<file path="src/rtl/ckdiv_pkg.sv">
package ckdiv_pkg;

  localparam logic [2:0] PH_0   = 3'd0;
  localparam logic [2:0] PH_45  = 3'd1;
  localparam logic [2:0] PH_90  = 3'd2;
  localparam logic [2:0] PH_135 = 3'd3;
  localparam logic [2:0] PH_180 = 3'd4;
  localparam logic [2:0] PH_270 = 3'd5;

  // Angle of a phase code in units of 45 degrees (eighths of a period).
  function automatic logic [2:0] phase_eighths(input logic [2:0] code);
    logic [2:0] r;
    case (code)
      PH_45:   r = 3'd1;
      PH_90:   r = 3'd2;
      PH_135:  r = 3'd3;
      PH_180:  r = 3'd4;
      PH_270:  r = 3'd6;
      default: r = 3'd0;
    endcase
    return r;
  endfunction

  // Legality of a divide/phase pair.
  function automatic logic phase_legal(input int unsigned c, input logic [2:0] code);
    logic ok;
    ok = 1'b0;
    if (code == PH_0) ok = 1'b1;
    else begin
      case (c)
        2:       ok = (code == PH_90) || (code == PH_180) || (code == PH_270);
        4:       ok = (code == PH_45) || (code == PH_90) || (code == PH_135);
        6:       ok = (code == PH_90);
        default: ok = 1'b0;
      endcase
    end
    return ok;
  endfunction

endpackage

</file>
<file path="src/rtl/ckdiv_cfg.sv">
module ckdiv_cfg
  import ckdiv_pkg::*;
#(
  parameter int unsigned MAX_DIV = 256,
  parameter int unsigned DW      = $clog2(MAX_DIV + 1),
  parameter int unsigned PW      = $clog2(2 * MAX_DIV + 1)
) (
  input  logic          clk,
  input  logic          rst_n,
  input  logic          srst,
  input  logic [DW-1:0] div_in,
  input  logic [2:0]    phase_in,
  input  logic          inv_in,
  output logic [PW-1:0] period_o,
  output logic [PW-1:0] high_o,
  output logic [PW-1:0] start_nx_o,
  output logic          inv_o,
  output logic          err_o
);

  logic          div_ok;
  logic [PW-1:0] c_eff;
  logic [PW-1:0] per_c;
  logic [PW-1:0] hi_c;
  logic          ph_ok;
  logic [2:0]    eighths;
  logic [PW+2:0] prod;
  logic [PW-1:0] delay;

  logic [PW-1:0] period_q, period_d;
  logic [PW-1:0] high_q,   high_d;
  logic          inv_q,    inv_d;
  logic          err_q,    err_d;

  // Decode of the live inputs
  always_comb begin
    div_ok  = (div_in >= DW'(1)) && (div_in <= DW'(MAX_DIV));
    c_eff   = div_ok ? PW'(div_in) : PW'(1);
    per_c   = c_eff << 1;
    if (c_eff == PW'(1))  hi_c = PW'(1);
    else if (c_eff[0])    hi_c = c_eff + PW'(1);
    else                  hi_c = c_eff;
    ph_ok   = phase_legal(int'(c_eff), phase_in);
    eighths = ph_ok ? phase_eighths(phase_in) : 3'd0;
    prod    = {3'b000, per_c} * {{PW{1'b0}}, eighths};
    delay   = prod[PW+2:3];
    start_nx_o = (delay == '0) ? '0 : (per_c - delay);
  end

  // Next state: capture only under synchronous reset
  always_comb begin
    period_d = period_q;
    high_d   = high_q;
    inv_d    = inv_q;
    err_d    = err_q;
    if (srst) begin
      period_d = per_c;
      high_d   = hi_c;
      inv_d    = inv_in;
      err_d    = !div_ok || !ph_ok;
    end
  end

  always_ff @(posedge clk or negedge rst_n) begin
    if (!rst_n) begin
      period_q <= PW'(2);
      high_q   <= PW'(1);
      inv_q    <= 1'b0;
      err_q    <= 1'b0;
    end else begin
      period_q <= period_d;
      high_q   <= high_d;
      inv_q    <= inv_d;
      err_q    <= err_d;
    end
  end

  assign period_o = period_q;
  assign high_o   = high_q;
  assign inv_o    = inv_q;
  assign err_o    = err_q;

  // settings frozen outside synchronous reset
  a_r7_cfg_frozen: assert property (@(posedge clk) disable iff (!rst_n)
    !srst |=> ($stable(period_o) && $stable(high_o) && $stable(inv_o) && $stable(err_o)));

  // high time nonzero and within the period
  a_r2_high_in_period: assert property (@(posedge clk) disable iff (!rst_n)
    (high_o != '0) && (high_o <= period_o));

endmodule

</file>
<file path="src/rtl/ckdiv_gen.sv">
module ckdiv_gen #(
  parameter int unsigned PW = 10
) (
  input  logic          clk,
  input  logic          rst_n,
  input  logic          srst,
  input  logic          en,
  input  logic [PW-1:0] start_i,
  input  logic [PW-1:0] period_i,
  input  logic [PW-1:0] high_i,
  input  logic          inv_i,
  output logic          out_o
);

  logic [PW-1:0] cnt_q, cnt_d;
  logic          out_q, out_d;
  logic          last;

  always_comb begin
    last  = (cnt_q == period_i - PW'(1));
    cnt_d = cnt_q;
    out_d = out_q;
    if (srst) begin
      cnt_d = start_i;
      out_d = 1'b0;
    end else if (en) begin
      cnt_d = last ? '0 : cnt_q + PW'(1);
      out_d = (cnt_q < high_i) ^ inv_i;
    end
  end

  always_ff @(posedge clk or negedge rst_n) begin
    if (!rst_n) begin
      cnt_q <= '0;
      out_q <= 1'b0;
    end else begin
      cnt_q <= cnt_d;
      out_q <= out_d;
    end
  end

  assign out_o = out_q;

  // position stays inside the period
  a_r1_cnt_in_period: assert property (@(posedge clk) disable iff (!rst_n)
    cnt_q < period_i);

  // wrap at end of period
  a_r1_wrap: assert property (@(posedge clk) disable iff (!rst_n)
    (!srst && en && last) |=> (cnt_q == '0));

  // synchronous reset wins over enable and forces output low
  a_r8_srst_low: assert property (@(posedge clk) disable iff (!rst_n)
    srst |=> !out_o);

  // disabled tick holds output and position
  a_r9_hold: assert property (@(posedge clk) disable iff (!rst_n)
    (!srst && !en) |=> ($stable(out_o) && $stable(cnt_q)));

endmodule

</file>
<file path="src/rtl/ckdiv_phase.sv">
module ckdiv_phase #(
  parameter int unsigned MAX_DIV = 256,
  parameter int unsigned DW      = $clog2(MAX_DIV + 1),
  parameter int unsigned PW      = $clog2(2 * MAX_DIV + 1)
) (
  input  logic          clk2x,
  input  logic          rst_n,
  input  logic          srst,
  input  logic          en,
  input  logic [DW-1:0] div_val,
  input  logic [2:0]    phase_sel,
  input  logic          invert,
  output logic          clk_out,
  output logic          cfg_err
);

  logic [PW-1:0] period_w;
  logic [PW-1:0] high_w;
  logic [PW-1:0] start_w;
  logic          inv_w;

  ckdiv_cfg #(.MAX_DIV(MAX_DIV), .DW(DW), .PW(PW)) u_cfg (
    .clk        (clk2x),
    .rst_n      (rst_n),
    .srst       (srst),
    .div_in     (div_val),
    .phase_in   (phase_sel),
    .inv_in     (invert),
    .period_o   (period_w),
    .high_o     (high_w),
    .start_nx_o (start_w),
    .inv_o      (inv_w),
    .err_o      (cfg_err)
  );

  ckdiv_gen #(.PW(PW)) u_gen (
    .clk      (clk2x),
    .rst_n    (rst_n),
    .srst     (srst),
    .en       (en),
    .start_i  (start_w),
    .period_i (period_w),
    .high_i   (high_w),
    .inv_i    (inv_w),
    .out_o    (clk_out)
  );

endmodule

</file>
<file path="config.mk">
export PLATFORM = sky130hd
export DESIGN_NAME = ckdiv_phase
export DESIGN_NICKNAME = d
export VERILOG_FILES = /design/src/rtl/ckdiv_pkg.sv /design/src/rtl/ckdiv_cfg.sv /design/src/rtl/ckdiv_gen.sv /design/src/rtl/ckdiv_phase.sv
export SDC_FILE = /design/constraint.sdc
export NUM_CORES = 1
export LEC_CHECK = 0
export BUFFER_PORTS_ARGS = -buffer_cell sky130_fd_sc_hd__buf_2
export CAP_MARGIN = 5
export CORE_MARGIN = 3
export CORE_UTILIZATION = 55
export DETAILED_ROUTE_END_ITERATION = 7
export PLACE_DENSITY = 0.76
export SLEW_MARGIN = 20
export SYNTH_ARGS = -nofsm -noshare
export SYNTH_HDL_FRONTEND = slang
export SYNTH_SLANG_ARGS = --single-unit
</file>
<file path="constraint.sdc">
create_clock -name clk2x -period 3.2 [get_ports clk2x]
set_clock_uncertainty 0.2 [all_clocks]
set_input_delay 0.16 -clock clk2x [delete_from_list [all_inputs] [get_ports clk2x]]
set_output_delay 0.16 -clock clk2x [all_outputs]
set_load 0.005 [all_outputs]
</file>
# Yosys cells after proc, flatten, opt, wreduce, memory -nomap -nowiden

Cells that the tools add are included.

Equal/unequal tests: 10
Order comparisons: 3
Multiply operators: 1
Bitwise gates (word level): 1
$add $sub $neg: 4
Multiplexer cells: 13
Reduce and logical (&&, ||, !) cells: 11

Operators with widths:

| kind                    | number |
|---|---|
| $mux W10                | 6 |
| $add A10 B1 Y10 const B | 2 |
| $eq A10 B3 Y1 const B   | 2 |
| $pmux W3 S5             | 1 |
| $mul A9 B3 Y12          | 1 |
| $eq A10 B1 Y1 const B   | 1 |
| $eq A10 B10 Y1          | 1 |
| $eq A10 B2 Y1 const B   | 1 |
| $logic_not A10 Y1       | 1 |
| $lt A10 B10 Y1          | 1 |
| $sub A10 B1 Y10 const B | 1 |
| $sub A10 B10 Y10        | 1 |
| $ge A9 B1 Y1 const B    | 1 |
| $le A9 B9 Y1 const B    | 1 |
| $mux W9                 | 1 |
| $eq A3 B2 Y1 const B    | 2 |
| $eq A3 B3 Y1 const B    | 2 |
| $logic_or A1 B1 Y1      | 5 |
| $eq A3 B1 Y1 const B    | 1 |
| $logic_not A3 Y1        | 1 |
| $mux W1                 | 3 |
| $mux W3                 | 1 |
| $pmux W1 S3             | 1 |
| $logic_not A1 Y1        | 2 |
| 3 further kinds         | 3 |

Input bits: 17
Register bits after elaboration: 32
Word-level logic and storage cells: 49

# Longest topological paths before layout

Gate-level depths: netlist of run 1.

Depth in word-level cells: 11
Mapped depth: 25
Gate-level depth less buffers: 25

# Modules after synthesis

A second synthesis of run 1 with hierarchy kept.

Cell total of the unflattened synthesis: 458
Area total of the unflattened synthesis: 3682.3 µm²

Modules (own cells, without submodules):

| module    | area an instance (µm²) | cells an instance | instances |
|---|---|---|---|
| ckdiv_cfg | 2373.5                 | 286               | 1 |
| ckdiv_gen | 1308.8                 | 172               | 1 |

# Worst setup path after synthesis of run 1

Ideal clock, no wire load.

Path kind: input to register
From: input div_val[7]
To: register u_gen.cnt_q[9]
Stages: 21
Setup time: 0.136 ns
Slack: -2.353 ns
Data arrival time: 5.217 ns
Cell sequence: or4_1 -> or4_1 -> nor2_2 -> xor2_1 -> nor2_1 -> ha_1 -> nor4b_1 -> o211ai_2 -> nor3b_1 -> fa_1 -> ha_1 -> inv_1 -> fa_1 -> ha_1 -> nor2b_1 -> o22ai_1 -> a311oi_4 -> a311o_1 -> o221ai_1 -> xnor2_1 -> o21ai_1

Word-level cells in the longest chain between the ends: 11
Elaborated cells on any way between the ends: 15
Those cells by class: add/sub (1); mul (1); order compare (2); eq/ne (3); mux (6); reduce/logical (2)

RTL lines:

| item                                                  | line              | RTL |
|---|---|---|
| start: declaration                                    | ckdiv_phase.sv:10 | `input logic [DW-1:0] div_val,` |
| $ge A9 B1 Y1 or $le A9 B9 Y1 (tied branches)          | ckdiv_cfg.sv:37   | `div_ok = (div_in >= DW'(1)) && (div_in <= DW'(MAX_DIV));` |
| $logic_and A1 B1 Y1                                   | ckdiv_cfg.sv:37   |  |
| $mux W9 (*)                                           | ckdiv_cfg.sv:38   | `c_eff = div_ok ? PW'(div_in) : PW'(1);` |
| $eq A10 B3 Y1 or $eq A10 B2 Y1 (tied branches)        | ckdiv_pkg.sv:30   | `case (c)` |
| $pmux W1 S3                                           | ckdiv_pkg.sv:30   |  |
| $mux W1                                               | ckdiv_pkg.sv:28   | `if (code == PH_0) ok = 1'b1;` |
| $mux W3                                               | ckdiv_cfg.sv:44   | `eighths = ph_ok ? phase_eighths(phase_in) : 3'd0;` |
| $mul A9 B3 Y12                                        | ckdiv_cfg.sv:45   | `prod = {3'b000, per_c} * {{PW{1'b0}}, eighths};` |
| $sub A10 B10 Y10 or $logic_not A10 Y1 (tied branches) | ckdiv_cfg.sv:47   | `start_nx_o = (delay == '0) ? '0 : (per_c - delay);` |
| $mux W10 (*)                                          | ckdiv_cfg.sv:47   |  |
| $mux W10 (*)                                          | ckdiv_gen.sv:23   | `if (srst) begin` |
| end signal: assignment                                | ckdiv_gen.sv:37   | `cnt_q <= cnt_d;` |
| end: declaration                                      | ckdiv_gen.sv:15   | `logic [PW-1:0] cnt_q, cnt_d;` |

Mark *: on every way between the ends. The rest lies on a longest branch, timed or not.
A chain may end at the register's enable or synchronous reset.

# Worst setup path in the final report of run 1

From: input div_val[4]
To: register u_gen.cnt_q[8]

The elaborated chain is that of the path after synthesis.

==> flow_summary.yaml, run 1 <==
routing:
  drc: 0
  vias: 3311
  drt-wirelength-per-cell_um: 18.55
  vias_per_cell: 6.053
  routed_wl_um: 10150
  drt_iter0_markers: 238
  dr.pass1.iters: 4
  antenna_left: 0
power:
  ir_drop_v: 0.0003185
  leakage_nw: 1.988
  p_per_area_nw_per_um2: 489.4
  swShare: 0.4000
  p_int_mw: 1.297
  p_total_mw: 2.161
  p_seq_frac: 0.284
  p_sw_mw: 0.8644
  p_clk_frac: 0.203
  comb_power_share: 0.513
global_routing:
  grt_max_degree: 37
  antenna_found_initial: 0
  gr-total-overflow: 0
  grt_pass1_vias: 3450
  grt_pass1_wl_um: 16800
  track_usage: 0.2959
critical_path:
  critical_path_peak_fanout: 4
  timing.rr.end: "u_gen.cnt_q[3]"
  r2r-start: "u_cfg.period_o[1]"
  path_buf_inv: 2
  cp_top_family: "simple AND/OR/NAND/NOR gates"
  critPathKind: "input pin to flip-flop"
  worstSetupEndpointType: "flip-flop"
  cp-start-kind: "input pin"
  slowest_delay_ps: 550
  rrSetupSlack_ps: 370
  reg2reg_depth: 10
  crit_chain: "buf_6 > or4_4 > or4_4 > nor2_4 > xor2_2 > nor2_2 > ha_2 > nor4b_4 > o211ai_2 > nor3b_2 > fa_1 > ha_2 > inv_2 > fa_2 > fa_2 > o2111ai_2 > and4b_1 > a211oi_2 > a311oi_2 > xor2_1 > o221ai_1"
  worstPathArrival_ps: 5410
  crit_required_ps: 3150
  cp_slowest_cell: "or4_4"
clock_tree:
  clk_path_buf_depth: 2
  clk_latency_ps: 290
  cts_inserted_buffers: 5
  cts_tree: "built"
  clkSinkCount: 32
  cts_max_level: 2
  root_buffer: "clkbuf_8"
  clk_pin_slew_worst_paths_ps: 70
die:
  die_x_um: 83.60
  core_area_um2: 5675
  die_h_um: 83.60
  initial_core_util: 0.5836
  dieArea_um2: 6989
  num_rows: 27
  pin_count: 19
synthesis:
  syn_area_um2: 3312
  async_flop_share: 1.000
  syn_inst: 380
  yosys_warnings: 0
  avgSynthCellArea_um2: 8.716
  ys.flop_type: "dfrtp_1"
  synth-edff-count: 0
  synth_seq_cells: 32
  yosysSeqAreaShare: 0.2425
  post_synth_num_cell_types: 67
sta:
  tightest_slew_ps: 747.5
  timing.final.crit_share: 1.705
  rsz0062_at_grt: "true"
  drv_slew: 0
  whs_ps: 36.66
  finalWorstSetupSlack_ps: -2255
  hold_viol: 0
  max_freq_ghz: 0.1833
  relSlewSlack: 0.5017
  setup_violations: 10
  fin_crit_ps: 5455
final_layout:
  seqCellArea_um2: 803.3
  drive_gt1_frac: 0.3116
  antenna_cells: 0
  layout_common_cells: "buf_4, inv_1, dfrtp_1, nor2_1, nand2_1"
  mostFrequentLayoutCell: "buf_4"
  multi_input_area_um2: 2628
  synthToLayoutAreaGrowth_pct: 33.32
  fin_nets: 527
  num-fill-cells: 367
run_status:
  violations: "setup timing"
  status: "finished, violations left"
hold_path:
  hold_path_depth: 4
  holdPathEnd: "u_cfg.high_o[7]"
  hold_path_class: "input pin to flip-flop"
  worstHoldStart: "div_val[7]"
placed_design:
  port_buffers: 18
  dp_hpwl_um: 6273
  gp_congestion: 0.8498
flow_run:
  maxCapViolCount: 0
==> power by group through the flow <==
stage | logic, mW | registers, mW | clock network [mW]
3_3_place_gp | 0.892 | 0.608 | 0
4_1_cts | 1.01 | 0.607 | 0.435
5_1_grt | 1.22 | 0.625 | 0.449
6_report | 1.11 | 0.614 | 0.439
3_5_place_dp | 0.922 | 0.613 | 0
2_1_floorplan | 0.753 | 0.557 | 0
==> stage by stage <==
step,util,instances,area (um^2),setup WS [ps],TNS [ps]
2_1_floorplan,-,398,3478,-1958,-17720
3_5_place_dp,0.6874,514,3901,-2359,-21680
6_report,0.7780,547,4415,-2255,-21030
3_3_place_gp,0.6874,514,3901,-2225,-20210
5_1_grt,0.7780,547,4415,-2470,-23190
4_1_cts,0.7749,558,4398,-1963,-19700
==> cells by family (layout without fill, tap and decap cells) <==
kind of cell,Yosys count,count (layout),share of synthesized area
adder cells (fa/ha/maj),36,36,0.1564
XOR/XNOR,36,36,0.09747
AND/OR/NAND/NOR,121,121,0.1949
multiplexers,12,12,0.03967
buffers and inverters,47,124,0.05629
flip-flops,32,32,0.2425
AO/OA/AOI/OAI,94,94,0.2104
other,2,20,0.002268
==> worst min-delay path, stage by stage <==
cell	delay [ps]
buf_2	100
o21ai_0	80
nand2_1	70
o21ai_0	70
==> sequential cells by signal, summed over array words and instances, names as in the netlist <==
register / flops
u_cfg.high_o: 10
u_cfg.inv_o: 1
u_gen.out_o: 1
u_cfg.period_o: 9
u_cfg.err_o: 1
u_gen.cnt_q: 10
==> synthesized netlist by cell type, drive strengths merged, types with 2 or more instances <==
cell | instances | area, um^2
inv | 35 | 131.4
dfrtp | 30 | 750.7
nor2 | 30 | 117.6
ha | 27 | 337.8
o21ai | 25 | 125.1
xnor2 | 24 | 217.7
nand2 | 23 | 86.33
a21oi | 14 | 73.82
nor2b | 12 | 82.58
xor2 | 12 | 105.1
nand3 | 11 | 55.05
fa | 9 | 180.2
mux2 | 9 | 101.4
clkbuf | 8 | 30.03
nor3 | 8 | 40.04
a21o | 7 | 52.55
nand2b | 7 | 43.79
o221ai | 6 | 58.80
o22ai | 6 | 37.54
and3 | 5 | 32.53
nand4 | 5 | 31.28
a22o | 4 | 36.29
buf | 4 | 25.02
o2111ai | 4 | 35.03
o31ai | 4 | 57.55
a31oi | 3 | 18.77
mux2i | 3 | 30.03
nand4b | 3 | 26.28
nor4 | 3 | 18.77
o211ai | 3 | 27.52
o21a | 3 | 22.52
or2 | 3 | 18.77
or4 | 3 | 26.27
a2111oi | 2 | 17.52
a311oi | 2 | 35.04
a31o | 2 | 17.52
and4b | 2 | 20.02
conb | 2 | 7.510
dfstp | 2 | 52.55
nor4b | 2 | 17.52
o32ai | 2 | 17.52
==> layer usage <==
metal  track usage  vias to the layer above  wire [um]
met5             0                        -          0
met4        0.1462                        0        423
met3       0.04837                       37        559
met2        0.5170                      141       5059
met1        0.3492                     1594       4107
li1              -                     1539          -
==> worst max-delay path by stage <==
stage	depth (start not counted)	endpoint	startpoint	slack, ps
2_1_floorplan	21	u_gen.cnt_q[5]	div_val[7]	-1960
3_3_place_gp	24	u_gen.cnt_q[5]	div_val[7]	-2230
3_5_place_dp	24	u_gen.cnt_q[5]	div_val[7]	-2360
4_1_cts	23	u_gen.cnt_q[9]	div_val[4]	-1960
5_1_grt	21	u_gen.cnt_q[8]	div_val[4]	-2470
6_report	21	u_gen.cnt_q[8]	div_val[4]	-2250
==> what timing repair did <==
action | 4_1_cts | 5_1_grt
buffers inserted | 33 | 9
cloned | 0 | 1
hold buffers | 3 | 0
gates resized for setup | 19 | 13
pin swaps | 29 | 18
setup endpoints to repair | 10 | 11
hold endpoints to repair | 32 | 0
==> cell type report <==
class,instances,area share
Multi-Input combinational cell,319,0.5951
Clock inverter,1,0.006801
Clock buffer,7,0.02182
Sequential cell,32,0.1819
Timing Repair Buffer,81,0.1442
Tap cell,72,0.02040
Inverter,35,0.02975
No activity file was read; power rests on OpenSTA's default activity.
==> run 2: changes to the inputs <==
--- a/config.mk
+++ b/config.mk
@@ -9,7 +9,10 @@
 export CAP_MARGIN = 5
 export CORE_MARGIN = 3
 export CORE_UTILIZATION = 55
+export CTS_BUF_LIST = sky130_fd_sc_hd__clkbuf_4
 export DETAILED_ROUTE_END_ITERATION = 7
+export GPL_ROUTABILITY_DRIVEN = 0
+export GPL_TIMING_DRIVEN = 0
 export PLACE_DENSITY = 0.76
 export SLEW_MARGIN = 20
 export SYNTH_ARGS = -nofsm -noshare
==> run 2 against run 1 <==
Compared with the run above: the run still ends with setup timing left; utilization down 6.2 points; sequential share of layout area up 1.6 points; worst setup slack better by 300 ps; die area unchanged; clock power down 45%; maximum frequency up 5.9%; cell area down 8.0%; register-to-register slack better by 160 ps; critical path type unchanged; largest power group unchanged.
==> flow_summary.yaml, run 2 (synthesized netlist as in run 1, its figures left out) <==
global_routing:
  grt_pass1_vias: 2881
  grt_max_degree: 33
  grt_pass1_wl_um: 13920
  track_usage: 0.2447
  antenna_found_initial: 0
  gr-total-overflow: 0
placed_design:
  dp.cells: 486
  dp_hpwl_um: 6160
  placedInstanceArea_um2: 3649
  dp_slack_ps: -2655
  port_buffers: 16
final_layout:
  num-fill-cells: 432
  antenna_cells: 0
  synthToLayoutAreaGrowth_pct: 22.71
  mostFrequentLayoutCell: "inv_1"
  postLayoutCoreUtil: 0.7160
  fin_nets: 503
  layout_common_cells: "inv_1, dfrtp_1, nor2_1, nand2_1, buf_4"
  final_cell_area_um2: 4064
  drive_gt1_frac: 0.2528
  instances_no_fill: 523
power:
  p_per_area_nw_per_um2: 464.2
  p_total_mw: 1.886
  comb_power_share: 0.557
  leakage_nw: 1.782
  ir_drop_v: 0.0002520
  p_int_mw: 1.091
  p_sw_mw: 0.7955
  p_seq_frac: 0.315
  p_clk_frac: 0.128
  swShare: 0.4217
critical_path:
  r2r-start: "u_cfg.period_o[1]"
  cp-start-kind: "input pin"
  critical_path_peak_fanout: 5
  critPathKind: "input pin to flip-flop"
  worstSetupEndpointType: "flip-flop"
  crit_required_ps: 3230
  timing.rr.end: "u_gen.cnt_q[7]"
  worstPathArrival_ps: 5180
  rrSetupSlack_ps: 530
  reg2reg_depth: 11
routing:
  dr.pass1.iters: 5
  antenna_left: 0
  drt-wirelength-per-cell_um: 16.23
  routed_wl_um: 8489
  drt_iter0_markers: 207
  vias: 3067
  drc: 0
  vias_per_cell: 5.864
die:
  initial_core_util: 0.5836
  die_x_um: 83.60
  dieArea_um2: 6989
  die_h_um: 83.60
  num_rows: 27
  core_area_um2: 5675
  pin_count: 19
hold_path:
  hold_path_depth: 3
  worstHoldStart: "div_val[2]"
  holdPathEnd: "u_cfg.high_o[2]"
  hold_path_class: "input pin to flip-flop"
sta:
  setup_violations: 10
  timing.final.crit_share: 1.610
  rsz0062_at_grt: "true"
  hold_viol: 0
  fin_setup_tns_ps: -17480
  finalWorstSetupSlack_ps: -1951
  max_freq_ghz: 0.1941
  drv_slew: 0
  tightest_slew_ps: 747.2
  relSlewSlack: 0.4890
  whs_ps: 12.18
  fin_crit_ps: 5151
clock_tree:
  clkSinkCount: 32
  clk_path_buf_depth: 2
  cts_max_level: 2
  cts_tree: "built"
  root_buffer: "clkbuf_4"
  cts_inserted_buffers: 5
  clk_latency_ps: 340
  clk_pin_slew_worst_paths_ps: 90
run_status:
  status: "finished, violations left"
  violations: "setup timing"
flow_run:
  maxCapViolCount: 0
==> run 2: changes by cell type in the layout (fill, tap and decap cells not counted), sizes merged <==
cell | previous run | this run
clkbuf | 8 | 15
buf | 77 | 45
bufinv | 1 | 0
dlygate4sd3 | 3 | 4
clkinv | 0 | 1
==> run 2: worst max path at each step <==
stage,start,end,depth (start not counted)
detailed placement,div_val[5],u_gen.cnt_q[9],25
floorplan,div_val[7],u_gen.cnt_q[5],21
CTS,div_val[7],u_gen.cnt_q[8],21
global route,div_val[7],u_gen.cnt_q[5],24
finish,div_val[7],u_gen.cnt_q[7],23
global placement,div_val[5],u_gen.cnt_q[8],24
==> run 2: final cells by class <==
type / instances / area, um^2 / area share
Multi-Input combinational cell: 319 / 2600 / 0.6398
Timing Repair Buffer: 45 / 327.8 / 0.08066
Tap cell: 72 / 90.09 / 0.02217
Sequential cell: 32 / 803.3 / 0.1977
Inverter: 35 / 131.4 / 0.03233
Clock buffer: 7 / 52.55 / 0.01293
Clock inverter: 1 / 3.754 / 0.0009236
Buffer: 12 / 55.05 / 0.01355
==> run 2: power groups by stage <==
stage	clock, mW	combinational, mW	sequential, mW
finish	0.242	1.05	0.594
global route	0.264	1.16	0.601
CTS	0.241	0.959	0.589
detailed placement	0	0.892	0.597
global placement	0	0.862	0.592
floorplan	0	0.753	0.557
==> run 2: critical path: stages <==
cell and delay, ps:
buf_6 90, or4_4 540, or4_4 450, nor2_4 130, xor2_2 90, nor2_2 170
ha_2 180, nor4b_4 220, o211ai_2 160, nor3b_2 250, fa_1 450, ha_2 210
inv_2 60, fa_2 470, ha_4 290, nor2b_4 170, o22ai_4 90, a311oi_4 350
nand3_1 120, nand4_1 150, a31o_2 160, xnor2_2 120, o221ai_2 100
==> run 2: what timing repair did <==
item | 4_1_cts | 5_1_grt
pin swaps | 28 | 26
gates resized for setup | 12 | 13
hold buffers | 4 | 0
endpoints found under the hold margin | 35 | 0
setup endpoints to repair | 10 | 10
buffers inserted | 19 | 6
==> run 2: metal layers <==
| metal | vias to the layer above | track usage | wire length (um) |
|---|---|---|---|
| met5 | - | 0 | 0 |
| met4 | 0 | 0.07310 | 133 |
| met3 | 13 | 0.02764 | 404 |
| met2 | 87 | 0.4208 | 4229 |
| met1 | 1482 | 0.3222 | 3721 |
| li1 | 1485 | - | - |
